==> src/rtl/ddr3_init_pkg.sv <==
package ddr3_init_pkg;

  typedef enum logic [3:0] {
    ST_IDLE,
    ST_RST_HOLD,
    ST_CKE_WAIT,
    ST_XPR,
    ST_MRS,
    ST_MRD_WAIT,
    ST_MOD_WAIT,
    ST_ZQCL,
    ST_ZQ_WAIT,
    ST_DONE
  } init_state_e;

  typedef enum logic [1:0] {
    CMD_DES,
    CMD_NOP,
    CMD_MRS,
    CMD_ZQCL
  } init_cmd_e;

  // mode register written at each MRS step; order is mandatory
  localparam logic [1:0] MR_SEQ [4] = '{2'd2, 2'd3, 2'd1, 2'd0};

  localparam int unsigned ZQCL_ADDR_BIT = 10;

  function automatic int unsigned cdiv(input int unsigned num, input int unsigned den);
    return (num + den - 1) / den;
  endfunction

  function automatic int unsigned umax(input int unsigned a, input int unsigned b);
    return (a > b) ? a : b;
  endfunction

  // cycles of filler after a one-cycle command so the next lands n cycles later
  function automatic int unsigned gap_len(input int unsigned n);
    return (n > 1) ? n - 1 : 1;
  endfunction

endpackage

==> src/rtl/ddr3_init_timer.sv <==
module ddr3_init_timer #(
  parameter int unsigned CNT_W = 8
) (
  input  logic             clk_i,
  input  logic             rst_ni,
  input  logic             load_i,
  input  logic [CNT_W-1:0] load_val_i,
  output logic             zero_o
);

  logic [CNT_W-1:0] cnt_q;

  always_ff @(posedge clk_i or negedge rst_ni) begin
    if (!rst_ni)               cnt_q <= '0;
    else if (load_i)           cnt_q <= load_val_i;
    else if (cnt_q != '0)      cnt_q <= cnt_q - 1'b1;
  end

  assign zero_o = (cnt_q == '0);

  AST_TMR_STAYS_ZERO: assert property (@(posedge clk_i) disable iff (!rst_ni)
    zero_o && !load_i |=> zero_o);

endmodule

==> src/rtl/ddr3_init_mr_sel.sv <==
module ddr3_init_mr_sel
  import ddr3_init_pkg::*;
#(
  parameter int unsigned ADDR_W = 14,
  parameter int unsigned BA_W   = 3
) (
  input  logic [1:0]        step_i,
  input  logic [ADDR_W-1:0] mr0_i,
  input  logic [ADDR_W-1:0] mr1_i,
  input  logic [ADDR_W-1:0] mr2_i,
  input  logic [ADDR_W-1:0] mr3_i,
  output logic [BA_W-1:0]   ba_o,
  output logic [ADDR_W-1:0] op_o
);

  logic [ADDR_W-1:0] mr_tbl [4];
  logic [1:0]        sel;

  assign mr_tbl[0] = mr0_i;
  assign mr_tbl[1] = mr1_i;
  assign mr_tbl[2] = mr2_i;
  assign mr_tbl[3] = mr3_i;

  assign sel  = MR_SEQ[step_i];
  assign ba_o = BA_W'(sel);
  assign op_o = mr_tbl[sel];

endmodule

==> src/rtl/ddr3_init_cmd_enc.sv <==
module ddr3_init_cmd_enc
  import ddr3_init_pkg::*;
(
  input  init_cmd_e cmd_i,
  output logic      cs_n_o,
  output logic      ras_n_o,
  output logic      cas_n_o,
  output logic      we_n_o
);

  always_comb begin
    unique case (cmd_i)
      CMD_NOP:  {cs_n_o, ras_n_o, cas_n_o, we_n_o} = 4'b0111;
      CMD_MRS:  {cs_n_o, ras_n_o, cas_n_o, we_n_o} = 4'b0000;
      CMD_ZQCL: {cs_n_o, ras_n_o, cas_n_o, we_n_o} = 4'b0110;
      default:  {cs_n_o, ras_n_o, cas_n_o, we_n_o} = 4'b1111;
    endcase
  end

endmodule

==> src/rtl/ddr3_init_seq.sv <==
module ddr3_init_seq
  import ddr3_init_pkg::*;
#(
  parameter int unsigned ADDR_W         = 14,
  parameter int unsigned BA_W           = 3,
  parameter int unsigned CLK_PERIOD_PS  = 1250,
  parameter int unsigned T_RST_COLD_PS  = 200_000_000,
  parameter int unsigned T_RST_WARM_PS  = 100_000,
  parameter int unsigned T_CKE_PRE_PS   = 10_000,
  parameter int unsigned T_CKE_WAIT_PS  = 500_000_000,
  parameter int unsigned T_XPR_CK       = 120,
  parameter int unsigned T_MRD_CK       = 4,
  parameter int unsigned T_MOD_CK       = 12,
  parameter int unsigned T_DLLK_CK      = 512,
  parameter int unsigned T_ZQINIT_CK    = 512
) (
  input  logic              clk_i,
  input  logic              rst_ni,
  input  logic              start_i,
  input  logic              cold_i,
  input  logic [ADDR_W-1:0] mr0_i,
  input  logic [ADDR_W-1:0] mr1_i,
  input  logic [ADDR_W-1:0] mr2_i,
  input  logic [ADDR_W-1:0] mr3_i,
  output logic              ddr_reset_n_o,
  output logic              ddr_cke_o,
  output logic              ddr_odt_o,
  output logic              ddr_cs_n_o,
  output logic              ddr_ras_n_o,
  output logic              ddr_cas_n_o,
  output logic              ddr_we_n_o,
  output logic [BA_W-1:0]   ddr_ba_o,
  output logic [ADDR_W-1:0] ddr_addr_o,
  output logic              done_o
);

  localparam int unsigned CKE_PRE_CYC = cdiv(T_CKE_PRE_PS, CLK_PERIOD_PS);
  localparam int unsigned HOLD_COLD   = umax(umax(cdiv(T_RST_COLD_PS, CLK_PERIOD_PS), CKE_PRE_CYC), 1);
  localparam int unsigned HOLD_WARM   = umax(umax(cdiv(T_RST_WARM_PS, CLK_PERIOD_PS), CKE_PRE_CYC), 1);
  localparam int unsigned CKE_WAIT    = umax(cdiv(T_CKE_WAIT_PS, CLK_PERIOD_PS), 1);
  localparam int unsigned XPR_LEN     = umax(T_XPR_CK, 1);
  localparam int unsigned MRD_LEN     = gap_len(T_MRD_CK);
  localparam int unsigned MOD_LEN     = gap_len(T_MOD_CK);
  localparam int unsigned ZQ_LEN      = gap_len(umax(T_DLLK_CK, T_ZQINIT_CK));
  localparam int unsigned MAX_LEN     = umax(umax(umax(HOLD_COLD, HOLD_WARM), umax(CKE_WAIT, XPR_LEN)),
                                             umax(umax(MRD_LEN, MOD_LEN), ZQ_LEN));
  localparam int unsigned CNT_W       = $clog2(MAX_LEN + 1);

  localparam logic [CNT_W-1:0] HOLD_COLD_V = CNT_W'(HOLD_COLD - 1);
  localparam logic [CNT_W-1:0] HOLD_WARM_V = CNT_W'(HOLD_WARM - 1);
  localparam logic [CNT_W-1:0] CKE_WAIT_V  = CNT_W'(CKE_WAIT - 1);
  localparam logic [CNT_W-1:0] XPR_V       = CNT_W'(XPR_LEN - 1);
  localparam logic [CNT_W-1:0] MRD_V       = CNT_W'(MRD_LEN - 1);
  localparam logic [CNT_W-1:0] MOD_V       = CNT_W'(MOD_LEN - 1);
  localparam logic [CNT_W-1:0] ZQ_V        = CNT_W'(ZQ_LEN - 1);
  localparam logic [ADDR_W-1:0] ZQ_ADDR    = ADDR_W'(1) << ZQCL_ADDR_BIT;

  init_state_e      state_q, state_d;
  logic [1:0]       step_q, step_d;
  logic             tmr_load;
  logic [CNT_W-1:0] tmr_val;
  logic             tmr_zero;
  init_cmd_e        cmd;
  logic [BA_W-1:0]  mr_ba;
  logic [ADDR_W-1:0] mr_op;
  logic             busy;

  ddr3_init_timer #(.CNT_W(CNT_W)) u_timer (
    .clk_i      (clk_i),
    .rst_ni     (rst_ni),
    .load_i     (tmr_load),
    .load_val_i (tmr_val),
    .zero_o     (tmr_zero)
  );

  ddr3_init_mr_sel #(.ADDR_W(ADDR_W), .BA_W(BA_W)) u_mr_sel (
    .step_i (step_q),
    .mr0_i  (mr0_i),
    .mr1_i  (mr1_i),
    .mr2_i  (mr2_i),
    .mr3_i  (mr3_i),
    .ba_o   (mr_ba),
    .op_o   (mr_op)
  );

  ddr3_init_cmd_enc u_cmd_enc (
    .cmd_i   (cmd),
    .cs_n_o  (ddr_cs_n_o),
    .ras_n_o (ddr_ras_n_o),
    .cas_n_o (ddr_cas_n_o),
    .we_n_o  (ddr_we_n_o)
  );

  always_comb begin
    state_d  = state_q;
    step_d   = step_q;
    tmr_load = 1'b0;
    tmr_val  = '0;
    unique case (state_q)
      ST_IDLE, ST_DONE: if (start_i) begin
        state_d  = ST_RST_HOLD;
        step_d   = '0;
        tmr_load = 1'b1;
        tmr_val  = cold_i ? HOLD_COLD_V : HOLD_WARM_V;
      end
      ST_RST_HOLD: if (tmr_zero) begin
        state_d  = ST_CKE_WAIT;
        tmr_load = 1'b1;
        tmr_val  = CKE_WAIT_V;
      end
      ST_CKE_WAIT: if (tmr_zero) begin
        state_d  = ST_XPR;
        tmr_load = 1'b1;
        tmr_val  = XPR_V;
      end
      ST_XPR: if (tmr_zero) state_d = ST_MRS;
      ST_MRS: begin
        step_d   = step_q + 2'd1;
        tmr_load = 1'b1;
        if (step_q == 2'd3) begin
          state_d = ST_MOD_WAIT;
          tmr_val = MOD_V;
        end else begin
          state_d = ST_MRD_WAIT;
          tmr_val = MRD_V;
        end
      end
      ST_MRD_WAIT: if (tmr_zero) state_d = ST_MRS;
      ST_MOD_WAIT: if (tmr_zero) state_d = ST_ZQCL;
      ST_ZQCL: begin
        state_d  = ST_ZQ_WAIT;
        tmr_load = 1'b1;
        tmr_val  = ZQ_V;
      end
      ST_ZQ_WAIT: if (tmr_zero) state_d = ST_DONE;
      default: state_d = ST_IDLE;
    endcase
  end

  always_ff @(posedge clk_i or negedge rst_ni) begin
    if (!rst_ni) begin
      state_q <= ST_IDLE;
      step_q  <= '0;
    end else begin
      state_q <= state_d;
      step_q  <= step_d;
    end
  end

  always_comb begin
    unique case (state_q)
      ST_IDLE, ST_RST_HOLD, ST_CKE_WAIT: cmd = CMD_DES;
      ST_MRS:                            cmd = CMD_MRS;
      ST_ZQCL:                           cmd = CMD_ZQCL;
      default:                           cmd = CMD_NOP;
    endcase
  end

  assign ddr_reset_n_o = !(state_q inside {ST_IDLE, ST_RST_HOLD});
  assign ddr_cke_o     = !(state_q inside {ST_IDLE, ST_RST_HOLD, ST_CKE_WAIT});
  assign ddr_odt_o     = 1'b0;
  assign ddr_ba_o      = (state_q == ST_MRS) ? mr_ba : '0;
  assign ddr_addr_o    = (state_q == ST_MRS)  ? mr_op :
                         (state_q == ST_ZQCL) ? ZQ_ADDR : '0;
  assign done_o        = (state_q == ST_DONE);
  assign busy          = !(state_q inside {ST_IDLE, ST_DONE});

  logic is_mrs;
  assign is_mrs = !ddr_cs_n_o && !ddr_ras_n_o && !ddr_cas_n_o && !ddr_we_n_o;

  AST_CKE_LOW_IN_RESET: assert property (@(posedge clk_i) disable iff (!rst_ni)
    !ddr_reset_n_o |-> !ddr_cke_o);
  AST_CKE_LOW_AT_RELEASE: assert property (@(posedge clk_i) disable iff (!rst_ni)
    $rose(ddr_reset_n_o) |-> !ddr_cke_o && $past(!ddr_cke_o));
  AST_CMD_NEEDS_CKE: assert property (@(posedge clk_i) disable iff (!rst_ni)
    !ddr_cs_n_o |-> ddr_cke_o && ddr_reset_n_o);
  AST_MRS_SPACED: assert property (@(posedge clk_i) disable iff (!rst_ni)
    is_mrs |=> !is_mrs);
  AST_DONE_HOLDS: assert property (@(posedge clk_i) disable iff (!rst_ni)
    done_o && !start_i |=> done_o);
  AST_START_IGNORED: assert property (@(posedge clk_i) disable iff (!rst_ni)
    busy && start_i && state_q != ST_RST_HOLD |=> state_q != ST_RST_HOLD);

endmodule

==> config.mk <==
export PLATFORM = sky130hd
export DESIGN_NAME = ddr3_init_seq
export DESIGN_NICKNAME = d
export VERILOG_FILES = /design/src/rtl/ddr3_init_pkg.sv /design/src/rtl/ddr3_init_timer.sv /design/src/rtl/ddr3_init_mr_sel.sv /design/src/rtl/ddr3_init_cmd_enc.sv /design/src/rtl/ddr3_init_seq.sv
export SDC_FILE = /design/constraint.sdc
export NUM_CORES = 1
export LEC_CHECK = 0
export ABC_CLOCK_PERIOD_IN_PS = 5700
export BUFFER_PORTS_ARGS = -buffer_cell sky130_fd_sc_hd__buf_2
export CAP_MARGIN = 40
export CORE_ASPECT_RATIO = 1.1
export CORE_MARGIN = 2
export CORE_UTILIZATION = 45
export DETAILED_ROUTE_END_ITERATION = 10
export PLACE_DENSITY = 0.84
export SYNTH_ARGS = -nofsm -noshare
export SYNTH_HDL_FRONTEND = slang
export SYNTH_SLANG_ARGS = --single-unit
==> constraint.sdc <==
create_clock -name clk_i -period 5.7 [get_ports clk_i]
set_input_delay 1.71 -clock clk_i [delete_from_list [all_inputs] [get_ports clk_i]]
set_output_delay 1.71 -clock clk_i [all_outputs]
set_load 0.01 [all_outputs]
# After elaboration in Yosys (flattened, before gate mapping)
# Cells that the tools add are included.
[op_classes]
mul = 0
n_div = 0
n_reduce_logical = 18
n_shift = 0
order_cmp = 2
n_mux = 34
eq_ne = 19
n_addsub = 2
bitwise = 2
[ops]
columns = ["cell", "n"]
rows = [
  ["$pmux 19 s5", 1],
  ["$mux 19", 3],
  ["$mux 14", 3],
  ["$mux 18", 2],
  ["$pmux 4 s8", 1],
  ["$bmux 14 s2", 1],
  ["$mux 4", 7],
  ["$logic_not 19->1", 1],
  ["$reduce_bool 19->1", 1],
  ["$sub 19x1->19 const B", 1],
  ["$eq 4x3->1 const B", 4],
  ["$mux 11", 1],
  ["$mux 2", 5],
  ["$ne 2x2->1 const B", 5],
  ["$reduce_or 2->1", 5],
  ["$eq 4x2->1 const B", 2],
  ["$eq 4x4->1 const B", 2],
  ["$mux 7", 1],
  ["$eq 2x2->1 const B", 3],
  ["$ge 3x3->1 const B", 2],
  ["$not 2->3", 2],
  ["$pmux 2 s3", 1],
  ["$reduce_and 6->1", 1],
  ["$reduce_bool 2->1", 3],
  ["13 further kinds", 19],
]
[totals]
memories = 0
reg_bits = 25
romBits = 0
mem_bits_rw = 0
latch_bits = 0

# Logic depth before layout (Yosys ltp)
# Gate-level depths: netlist of run 1.
[depth]
word_depth = 9
ltp_mapped = 8

# Modules after synthesis
# From an unflattened synthesis of run 1, not the netlist that was laid out.
[unflattened]
cells_unflattened = 260
hier_area_um2 = 2323.5
[by_module_without_submodules]
columns = ["mod", "area_per_inst_um2", "instances", "cells_each"]
rows = [
  ["ddr3_init_timer", 1117.3, 1, 127],
  ["ddr3_init_seq", 787.0, 1, 108],
  ["ddr3_init_mr_sel", 397.9, 1, 21],
  ["ddr3_init_cmd_enc", 21.3, 1, 4],
]

# Least setup slack after synthesis of run 1
# OpenSTA, ideal clock, no wires.
[synth_timing]
path_type = "input to output"
startpoint = "in mr1_i[0]"
endpoint = "out ddr_addr_o[0]"
t_arrival_ns = 2.305
setup_slack_ns = 1.685
stages = 2
n_path_buf = 0
cell_sequence = "mux4_2 > nor2b_1"
[synth_between]
elab_chain_len = 4
[synth_rtl]
columns = ["element", "line", "text"]
rows = [
  ["start: declaration", "ddr3_init_seq.sv:22", "input logic [ADDR_W-1:0] mr1_i,"],
  ["$bmux 14 s2", "ddr3_init_mr_sel.sv:26", "assign op_o = mr_tbl[sel];"],
  ["$mux 14 (implied by the code) (2 in series)", "ddr3_init_mr_sel.sv:26", ""],
  ["$mux 14", "ddr3_init_seq.sv:163", "assign ddr_addr_o = (state_q == ST_MRS) ? mr_op :"],
  ["end: declaration", "ddr3_init_seq.sv:33", "output logic [ADDR_W-1:0] ddr_addr_o,"],
]
# No other way between the ends. The select of a mux whose other input is x is not followed.

# Worst setup path in the final report of run 1
[layout_timing]
startpoint = "reg step_q[1]"
endpoint = "out ddr_addr_o[5]"
[layout_between]
elab_chain_len = 9
[layout_rtl]
columns = ["element", "line", "text"]
rows = [
  ["start: declaration", "ddr3_init_seq.sv:59", "logic [1:0] step_q, step_d;"],
  ["start signal: assignment", "ddr3_init_seq.sv:146", "step_q <= step_d;"],
  ["$not 2->3 (implied by the code)", "ddr3_init_mr_sel.sv:24", "assign sel = MR_SEQ[step_i];"],
  ["$bmux 2 s2", "ddr3_init_mr_sel.sv:24", ""],
  ["$mux 2 (implied by the code) (2 in series)", "ddr3_init_mr_sel.sv:24", ""],
  ["$not 2->3 (implied by the code)", "ddr3_init_mr_sel.sv:26", ""],
  ["$bmux 14 s2", "ddr3_init_mr_sel.sv:26", ""],
  ["$mux 14 (implied by the code) (2 in series)", "ddr3_init_mr_sel.sv:26", ""],
  ["$mux 14", "ddr3_init_seq.sv:163", ""],
]
# No other way between the ends. The select of a mux whose other input is x is not followed.

==> results.sh, run 1 <==
export IMPL_drc_errors=0
export IMPL_rows=26
export IMPL_cp_arrival_ns=2.79
export IMPL_grt_pass1_vias=2216
export IMPL_cts_inserted_buffers=3
export IMPL_max_slew_margin_pct=45.5
export IMPL_peakVddDrop_mv=0.0662
export IMPL_fin_crit_ns=4.50
export IMPL_grt_max_degree=26
export IMPL_yosys_area_share_simple_pct=27.6
export IMPL_worstPathCellList="ha_1, mux4_2, nor2b_1, buf_2"
export IMPL_synthArstFlopShare_pct=100
export IMPL_netlist_area_um2=2120
export IMPL_totalWireLength_um=5590
export IMPL_vias=2152
export IMPL_crit_start="step_q[1]"
export IMPL_post_cts_buffers=0
export IMPL_synth_cell_type_count=50
export IMPL_cts_sinks=25
export IMPL_drive_above_1_share_pct=34.7
export IMPL_rsz0062_at_grt="false"
export IMPL_cts_buffer_depth=2
export IMPL_nNetsFinal=372
export IMPL_nFillCells=414
export IMPL_synth_edf_count=0
export IMPL_die_h_um=76.0
export IMPL_dp_hpwl_um=4350
export IMPL_num_antenna_cells=0
export IMPL_grt_overflow_total=0
export IMPL_synth_top_family_by_area="simple AND/OR/NAND/NOR gates"
export IMPL_synth_compound_area_share_pct=13.6
export IMPL_cts_root_buf="clkbuf_8"
export IMPL_tightest_slew_ns=0.817
export IMPL_reg2regPathDepth=7
export IMPL_hold_depth=1
export IMPL_synthAdderAreaFrac_pct=1.77
export IMPL_die_area_um2=5280
export IMPL_yosys_register_bits=25
export IMPL_min_path_type="register to register"
export IMPL_hold_violations=0
export IMPL_period_share_pct=79.0
export IMPL_reg2reg_from="state_q[3]"
export IMPL_antenna_found_initial=0
export IMPL_p_sw_w=0.0000973
export IMPL_clockPowerShare_pct=31.9
export IMPL_start_kind="register"
export IMPL_clock_latency_ns=0.29
export IMPL_final_setup_tns_ns=0
export IMPL_p_leak_nw=1.17
export IMPL_synthFlopType="dfrtp_1"
export IMPL_run_status="finished, final reports clean"
export IMPL_drtAntennaViolNets=0
export IMPL_path_max_fanout=17
export IMPL_max_stage_delay_ns=0.95
export IMPL_final_cell_mix="82 x buf_2, 25 x dfrtp_1, 18 x nor2_1"
export IMPL_seqPwrFrac_pct=53.9
export IMPL_max_freq_mhz=222
export IMPL_crit_required_ns=3.99
export IMPL_htree_levels=1
export IMPL_crit_path_top_delay_cell="ha_1"
export IMPL_critPathCapture="ddr_addr_o[5]"
export IMPL_rrSetupSlack_ns=2.84
export IMPL_path_clk_slew_ns=0.10
export IMPL_crit_path_end_kind="output port"
export IMPL_area_delta_synth_final_pct=21.0
export IMPL_portBuffers=82
export IMPL_postCtsHoldBufs=0
export IMPL_final_max_slew_viol_count=0
export IMPL_worstHoldStart="step_q[0]"
export IMPL_synth_area_mux_share_pct=14.9
export IMPL_ios=85
export IMPL_core_area_um2=4590
export IMPL_dieWidth_um=69.4
export IMPL_fin_worst_skew_ns=0.0113
export IMPL_place_congestion=0.878
export IMPL_drt_wirelength_per_cell_um=15.4
export IMPL_cts_tree="done"
export IMPL_intPower_w=0.000272
export IMPL_maxCapViolations=0
export IMPL_grtUsageTotal_pct=21.9
export IMPL_setup_violations_final=0
export IMPL_start_util_pct=46.2
export IMPL_first_iter_violations=163
export IMPL_reg2reg_to="u_timer.cnt_q[3]"
export IMPL_switching_share_pct=26.4
export IMPL_p_comb_share_pct=14.2
export IMPL_synth_cells=240
export IMPL_post_cts_resize_count=0
export IMPL_ys_seq_area_share_pct=29.5
export IMPL_grt_pass1_wl_um=9570
export IMPL_p_per_area_nw_per_um2=144
export IMPL_first_pass_iters=4
export IMPL_critPathKind="register to output port"
export IMPL_layout_commonest_cell="buf_2"
export IMPL_viasPerCell=5.91
export IMPL_synth_area_per_cell_um2=8.83
export IMPL_post_route_util_pct=55.9
export IMPL_synth_xor_area_share_pct=6.61
export IMPL_yosys_warnings=0
cells in the mapped netlist, types with 2 or more instances:
cell type  instances  area, um2
nor4_1             7       43.8
nand4b_1           2       17.5
xnor2_1           10       87.6
a31oi_1            3       18.8
and3_1             2       12.5
inv_1              9       33.8
or4_1              5       37.5
o21ai_0           13       65.1
or2_2              3       18.8
o211ai_1           4       30.0
a21oi_1           15       75.1
or3_1              6       37.5
mux4_2            14        315
nand2b_1           2       12.5
xor2_1             6       52.6
nor3_1            10       50.1
dfrtp_1           25        626
nand4_1            3       18.8
buf_1              2       7.51
nand3_1            5       25.0
nor3b_1            3       22.5
nor2_1            18       67.6
buf_4              4       30.0
and2_1             2       12.5
clkbuf_1          10       37.5
nand2_1           17       63.8
ha_1               3       37.5
nor2b_1           14       87.6
clkbuf_2           2       10.0
power by group through the flow:
stage	combinational (W)	clock (W)	sequential (W)
after floorplan	0.0000276	0	0.000200
after global placement	0.0000505	0	0.000201
after detailed placement	0.0000526	0	0.000202
after CTS	0.0000530	0.000120	0.000199
after global routing	0.0000582	0.000126	0.000202
final	0.0000525	0.000118	0.000199
logic make-up after synthesis:
family | count (synthesis)
DFF | 25
and+or+nand+nor | 106
buffers and inverters | 28
adders and majority gates | 3
other | 1
xor gates and xnor gates | 16
AOI/OAI and AO/OA | 47
muxes | 14
layout make-up:
cell class	instances	area [um2]	area share [%]
Sequential cell	25	626	24.4
Clock buffer	3	41.3	1.61
Tap cell	56	70.1	2.73
Timing Repair Buffer	82	410	16.0
Clock inverter	1	8.76	0.342
Inverter	9	33.8	1.32
Multi-Input combinational cell	188	1370	53.6
registers in the layout, indices dropped and copies added, names as in the netlist:
| signal | cells |
|---|---|
| state_q | 4 |
| step_q | 2 |
| u_timer.cnt_q | 19 |
metrics by stage:
| stage | std cells | hold slack, ns | power [W] | instance area (um2) | setup WS [ns] |
|---|---|---|---|---|---|
| finish | 364 | 0.517 | 0.000369 | 2560 | 1.20 |
| global route | 364 | 0.544 | 0.000386 | 2560 | 0.942 |
| CTS | 364 | 0.519 | 0.000371 | 2560 | 1.13 |
| detailed placement | 360 | 0.505 | 0.000255 | 2510 | 1.40 |
| global placement | 360 | 0.486 | 0.000252 | 2510 | 1.40 |
| floorplan | 241 | 0.467 | 0.000227 | 2120 | 1.68 |
metal layers:
layer  global-route usage, %  routed length [um]
met1                    25.1                2150
met3                    4.37                 453
met5                       0                   0
met2                    41.9                2970
met4                    4.12                  19
worst min-delay path by stage:
| stage | slack (ns) | endpoint |
|---|---|---|
| finish | 0.52 | step_q[0] |
| global route | 0.54 | step_q[0] |
| CTS | 0.52 | step_q[0] |
| detailed placement | 0.50 | step_q[0] |
| global placement | 0.49 | step_q[0] |
| floorplan | 0.47 | step_q[0] |
critical path, delay by kind of cell, from the launching register on:
family,cells,cell delay [ns]
AND/OR/NAND/NOR,1,0.15
multiplexers,1,0.59
adder cells (fa/ha/maj),1,0.95
flip-flops,1,0.63
buffers and inverters,1,0.17
(Power assumes the default switching activity.)
==> run 2, diff against run 1 <==
Settings changed: ABC_CLOCK_PERIOD_IN_PS 5700 to 4150.
Clock period 5.7 ns to 4.15 ns, I/O delays scaled along.
==> run 2 against run 1 <==
  * Critical path depth rose by 1
  * Worst setup slack worse by 0.72 ns
  * Utilization grew 0.22 points
  * Non-clock buffer count is 2 higher
  * Via count is 1.1% lower
  * Cell count grew 0.55%
  * Critical endpoint unchanged
  * Highest routed layer unchanged
==> results.sh, run 2 (synthesized netlist as in run 1, its figures left out) <==
export IMPL_peakVddDrop_mv=0.112
export IMPL_postCtsHoldBufs=0
export IMPL_final_max_slew_viol_count=0
export IMPL_cp_arrival_ns=2.43
export IMPL_regMostFlops="u_timer.cnt_q"
export IMPL_drive_above_1_share_pct=34.8
export IMPL_core_area_um2=4590
export IMPL_fin_crit_ns=3.67
export IMPL_period_share_pct=88.5
export IMPL_die_area_um2=5280
export IMPL_post_cts_buffers=0
export IMPL_clock_latency_ns=0.27
export IMPL_nNetsFinal=374
export IMPL_num_antenna_cells=0
export IMPL_crit_required_ns=2.90
export IMPL_path_clk_slew_ns=0.09
export IMPL_area_delta_synth_final_pct=21.4
export IMPL_hold_violations=0
export IMPL_post_cts_resize_count=0
export IMPL_first_iter_violations=159
export IMPL_htree_levels=1
export IMPL_drtAntennaViolNets=0
export IMPL_p_leak_nw=1.18
export IMPL_place_congestion=0.917
export IMPL_drc_errors=0
export IMPL_die_h_um=76.0
export IMPL_rsz0062_at_grt="false"
export IMPL_layout_commonest_cell="buf_2"
export IMPL_p_per_area_nw_per_um2=192
export IMPL_cts_buffer_depth=2
export IMPL_start_util_pct=46.2
export IMPL_post_route_util_pct=56.1
export IMPL_antenna_found_initial=0
export IMPL_fin_worst_skew_ns=0.00273
export IMPL_dieWidth_um=69.4
export IMPL_rows=26
export IMPL_first_pass_iters=4
export IMPL_final_setup_tns_ns=0
export IMPL_crit_path_top_delay_cell="dfrtp_1"
export IMPL_setup_violations_final=0
export IMPL_max_freq_mhz=272
export IMPL_vias=2129
export IMPL_grt_pass1_vias=2063
export IMPL_portBuffers=82
export IMPL_largest_reg_flops=19
export IMPL_grt_pass1_wl_um=9200
export IMPL_critPathKind="register to output port"
export IMPL_worstPathCellList="ha_1, buf_4, mux4_2, nor2b_1, buf_2"
export IMPL_viasPerCell=5.82
export IMPL_dpl_worst_slack_ns=0.766
export IMPL_reg2regPathDepth=5
export IMPL_maxCapViolations=0
export IMPL_run_status="finished, final reports clean"
export IMPL_ios=85
export IMPL_cts_sinks=25
export IMPL_grt_overflow_total=0
export IMPL_tightest_slew_ns=0.730
export IMPL_grtUsageTotal_pct=21.3
export IMPL_min_path_type="register to register"
export IMPL_totalWireLength_um=5600
export IMPL_cts_tree="done"
export IMPL_drt_wirelength_per_cell_um=15.3
export IMPL_max_stage_delay_ns=0.63
export IMPL_final_cell_mix="82 x buf_2, 25 x dfrtp_1, 18 x nor2_1"
export IMPL_start_kind="register"
export IMPL_dp_hpwl_um=4390
export IMPL_final_setup_worst_slack_ns=0.479
export IMPL_cts_root_buf="clkbuf_8"
export IMPL_path_max_fanout=17
export IMPL_max_slew_margin_pct=51.2
export IMPL_cts_inserted_buffers=3
export IMPL_crit_path_end_kind="output port"
export IMPL_grt_max_degree=26
export IMPL_reg_largest_list="u_timer.cnt_q (19), state_q (4), step_q (2)"
export IMPL_hold_depth=1
run 2: changes by cell type in the layout (fill, tap and decap cells not counted):
cell / change
buf_4: +2
clkbuf_1: +1
inv_6: -1
run 2: power breakdown:
| part | internal [W] | total (W) | switching [W] |
|---|---|---|---|
| clock network | 0.0000689 | 0.000149 | 0.0000805 |
| logic | 0.0000462 | 0.0000725 | 0.0000263 |
| registers | 0.000256 | 0.000273 | 0.0000167 |
run 2: metrics by stage:
| stage | total power, W | cell area, um2 | hold slack [ns] | instances |
|---|---|---|---|---|
| 2_1_floorplan | 0.000312 | 2120 | 0.467 | 241 |
| 3_3_place_gp | 0.000347 | 2530 | 0.489 | 362 |
| 3_5_place_dp | 0.000351 | 2530 | 0.525 | 362 |
| 4_1_cts | 0.000497 | 2570 | 0.537 | 366 |
| 5_1_grt | 0.000520 | 2570 | 0.561 | 366 |
| 6_report | 0.000495 | 2570 | 0.532 | 366 |
run 2: routing by layer:
layer / global-route usage, % / share of wire, % / vias up
met1: 25.3 / 38 / 996
met4: 4.31 / 0.86 / 0
met5: 0 / 0 / -
li1: - / - / 1011
met2: 39.2 / 53 / 115
met3: 4.50 / 8.7 / 7
run 2: final timing paths:
check / slack (ns) / endpoint / startpoint
max: 0.48 / ddr_addr_o[5] / step_q[1]
min: 0.53 / step_q[0] / step_q[0]
max reg2reg: 1.53 / state_q[2] / u_timer.cnt_q[5]
min reg2reg: 0.53 / step_q[0] / step_q[0]
max in group asynchronous: 2.81 / u_timer.cnt_q[18] / rst_ni
min in group asynchronous: 0.96 / u_timer.cnt_q[5] / rst_ni
run 2: layout make-up:
| type | instances | area [um2] |
|---|---|---|
| fill | 401 | 2010 |
| multi-input combinational | 188 | 1370 |
| sequential | 25 | 626 |
| clock buffer | 4 | 45.0 |
| inverter | 9 | 33.8 |
| tap | 56 | 70.1 |
| timing repair buffer | 84 | 425 |
run 2: worst max-delay path: cells and delay by family (launching register included):
kind	cells	cell delay (ns)
adder cells (fa/ha/maj)	1	0.40
multiplexers	1	0.54
flip-flops	1	0.63
AND/OR/NAND/NOR	1	0.15
buffers and inverters	2	0.43
==> run 3, diff against run 2 <==
Settings changed: PLACE_DENSITY 0.84 to 0.74, SYNTH_HIERARCHICAL set to 1.
==> run 3 against run 2 <==
  * Fmax increased by 8.9%
  * Worst hold slack better by 0.047 ns
  * Combinational power rose to 6.6 times the previous value
  * Total power up 120%
  * Clock power shrank 5%
  * Synthesized area grew 9.6%
  * Die area grew 9.1%
  * Flip-flop and latch count stayed put
  * Cell area up 8.7%
  * Cell count is 7.4% higher
  * Global-route usage shrank 0.77 points
  * Wire length fell by 1.4%
==> results.sh, run 3 <==
export IMPL_run_status="finished, final reports clean"
export IMPL_largest_reg_flops=19
export IMPL_post_route_util_pct=56.0
export IMPL_clock_latency_ns=0.26
export IMPL_final_setup_tns_ns=0
export IMPL_fin_crit_ns=3.37
export IMPL_reg_largest_list="u_timer/cnt_q (19), state_q (4), step_q (2)"
export IMPL_rsz0062_at_grt="false"
export IMPL_cts_tree="done"
export IMPL_final_setup_worst_slack_ns=0.780
export IMPL_peakVddDrop_mv=0.281
export IMPL_drt_wirelength_per_cell_um=14.0
export IMPL_max_stage_delay_ns=0.50
export IMPL_final_cell_mix="82 x buf_2, 31 x nand2_1, 25 x dfrtp_1"
export IMPL_p_per_area_nw_per_um2=389
export IMPL_synth_top_area_cell="dfrtp_1"
export IMPL_cts_root_buf="clkbuf_8"
export IMPL_path_clk_slew_ns=0.09
export IMPL_grt_max_degree=30
export IMPL_synth_edf_count=0
export IMPL_synth_area_per_cell_um2=8.94
export IMPL_grt_pass1_wl_um=9470
export IMPL_layout_commonest_cell="buf_2"
export IMPL_drc_errors=0
export IMPL_fin_total_pwr_w=0.00109
export IMPL_instances_no_fill=393
export IMPL_tightest_slew_ns=0.689
export IMPL_post_cts_resize_count=0
export IMPL_first_iter_violations=111
export IMPL_post_cts_buffers=0
export IMPL_hold_depth=2
export IMPL_synthFlopType="dfrtp_1"
export IMPL_hold_violations=0
export IMPL_cts_sinks=25
export IMPL_area_delta_synth_final_pct=20.4
export IMPL_cts_buffer_depth=2
export IMPL_yosys_warnings=6
export IMPL_dpl_worst_slack_ns=0.780
export IMPL_regMostFlops="u_timer/cnt_q"
export IMPL_grt_overflow_total=0
export IMPL_core_area_um2=5000
export IMPL_die_h_um=79.4
export IMPL_period_share_pct=81.2
export IMPL_grtUsageTotal_pct=20.5
export IMPL_portBuffers=82
export IMPL_postCtsHoldBufs=0
export IMPL_vias=2183
export IMPL_crit_top_cell="buf_2"
export IMPL_netlist_area_um2=2320
export IMPL_yosysMostFrequentCell="nand2_1"
export IMPL_max_freq_mhz=297
export IMPL_reg2regPathDepth=10
export IMPL_viasPerCell=5.55
export IMPL_rows=27
export IMPL_antenna_found_initial=0
export IMPL_path_max_fanout=1
export IMPL_cts_inserted_buffers=3
export IMPL_dieWidth_um=72.5
export IMPL_p_leak_nw=1.29
export IMPL_synth_cell_type_count=58
export IMPL_synth_cells=260
export IMPL_nNetsFinal=398
export IMPL_totalWireLength_um=5510
export IMPL_grt_pass1_vias=2150
export IMPL_place_congestion=0.825
export IMPL_htree_levels=1
export IMPL_multiInputGateArea_um2=1550
export IMPL_place_inst=389
export IMPL_fin_worst_skew_ns=0.00163
export IMPL_drive_above_1_share_pct=33.4
export IMPL_yosys_top_cells_count="31 x nand2_1, 25 x dfrtp_1, 21 x and2_1, 13 x o21ai_0, 12 x nor2_1"
export IMPL_ys_seq_area_share_pct=26.9
export IMPL_min_path_type="register to register"
export IMPL_setup_violations_final=0
export IMPL_worstPathCellList="buf_2, mux4_1, and2_1, buf_2"
export IMPL_synthArstFlopShare_pct=100
export IMPL_die_area_um2=5750
export IMPL_dp_hpwl_um=4400
export IMPL_synth_top_area_share_pct=26.9
export IMPL_crit_path_end_kind="output port"
export IMPL_crit_required_ns=2.90
export IMPL_cp_arrival_ns=2.13
export IMPL_synth_area_leaders="dfrtp_1 27%, mux4_2 7.8%, mux4_1 6.8%"
export IMPL_nFillCells=470
export IMPL_num_antenna_cells=0
export IMPL_critPathKind="input pin to output port"
export IMPL_start_kind="input pin"
export IMPL_crit_path_top_delay_cell="mux4_1"
export IMPL_start_util_pct=46.5
export IMPL_yosys_register_bits=25
export IMPL_regArea_um2=626
export IMPL_max_slew_margin_pct=54.0
export IMPL_first_pass_iters=4
export IMPL_final_max_slew_viol_count=0
export IMPL_maxCapViolations=0
export IMPL_drtAntennaViolNets=0
export IMPL_ios=85
## run 3: final timing paths
kind / start / to / slack [ns]
worst max-delay path: mr1_i[0] / ddr_addr_o[0] / 0.78
worst min-delay path: u_timer/cnt_q[18] / u_timer/cnt_q[18] / 0.58
worst max register to register: u_timer/cnt_q[14] / u_timer/cnt_q[3] / 0.78
worst min register to register: u_timer/cnt_q[18] / u_timer/cnt_q[18] / 0.58
max in group asynchronous: rst_ni / state_q[2] / 2.82
min in group asynchronous: rst_ni / u_timer/cnt_q[16] / 0.96
## run 3: area by class of cell
class | count | share of cell area (%)
multi-input combinational | 208 | 55.5
sequential | 25 | 22.4
timing repair buffer | 88 | 16.5
tap | 58 | 2.59
clock buffer | 3 | 1.48
inverter | 10 | 1.34
clock inverter | 1 | 0.179
## run 3: critical path: cells and delay by family
kind / cells / cell delay, ns
AND/OR/NAND/NOR: 1 / 0.15
buffers and inverters: 2 / 0.23
multiplexers: 1 / 0.50
## run 3: routing by layer
layer	part of all wire, %	track usage, %	vias to the layer above	wire length [um]
li1	-	-	1092	-
met1	41	25.3	1021	2260
met2	53	37.7	68	2910
met3	6.0	3.68	2	329
met4	0.38	2.96	0	21
met5	0	0	-	0
## run 3: cell families (layout without fill, tap and decap cells)
kind of cell / Yosys count / in the layout / share of synthesized area (%)
multiplexers: 17 / 17 / 15.9
AND/OR/NAND/NOR: 116 / 116 / 27.4
other: 2 / 5 / 0.323
AO/OA/AOI/OAI: 53 / 53 / 15.4
XOR/XNOR: 15 / 15 / 5.98
flip-flops: 25 / 25 / 26.9
adder cells (fa/ha/maj): 2 / 2 / 1.08
buffers and inverters: 30 / 102 / 7.00
## run 3: through the flow
stage                     hold slack [ns]  area [um2]
after floorplan                     0.529        2330
after global placement              0.566        2740
after detailed placement            0.566        2750
after CTS                           0.583        2800
after global routing                0.620        2800
final                               0.579        2800
## run 3: where the power goes
group	leakage, nW	switching (W)	internal (W)
clock network	0.0255	0.0000752	0.0000670
registers	0.314	0.000128	0.000336
logic	0.948	0.000228	0.000254
total	1.29	0.000431	0.000657
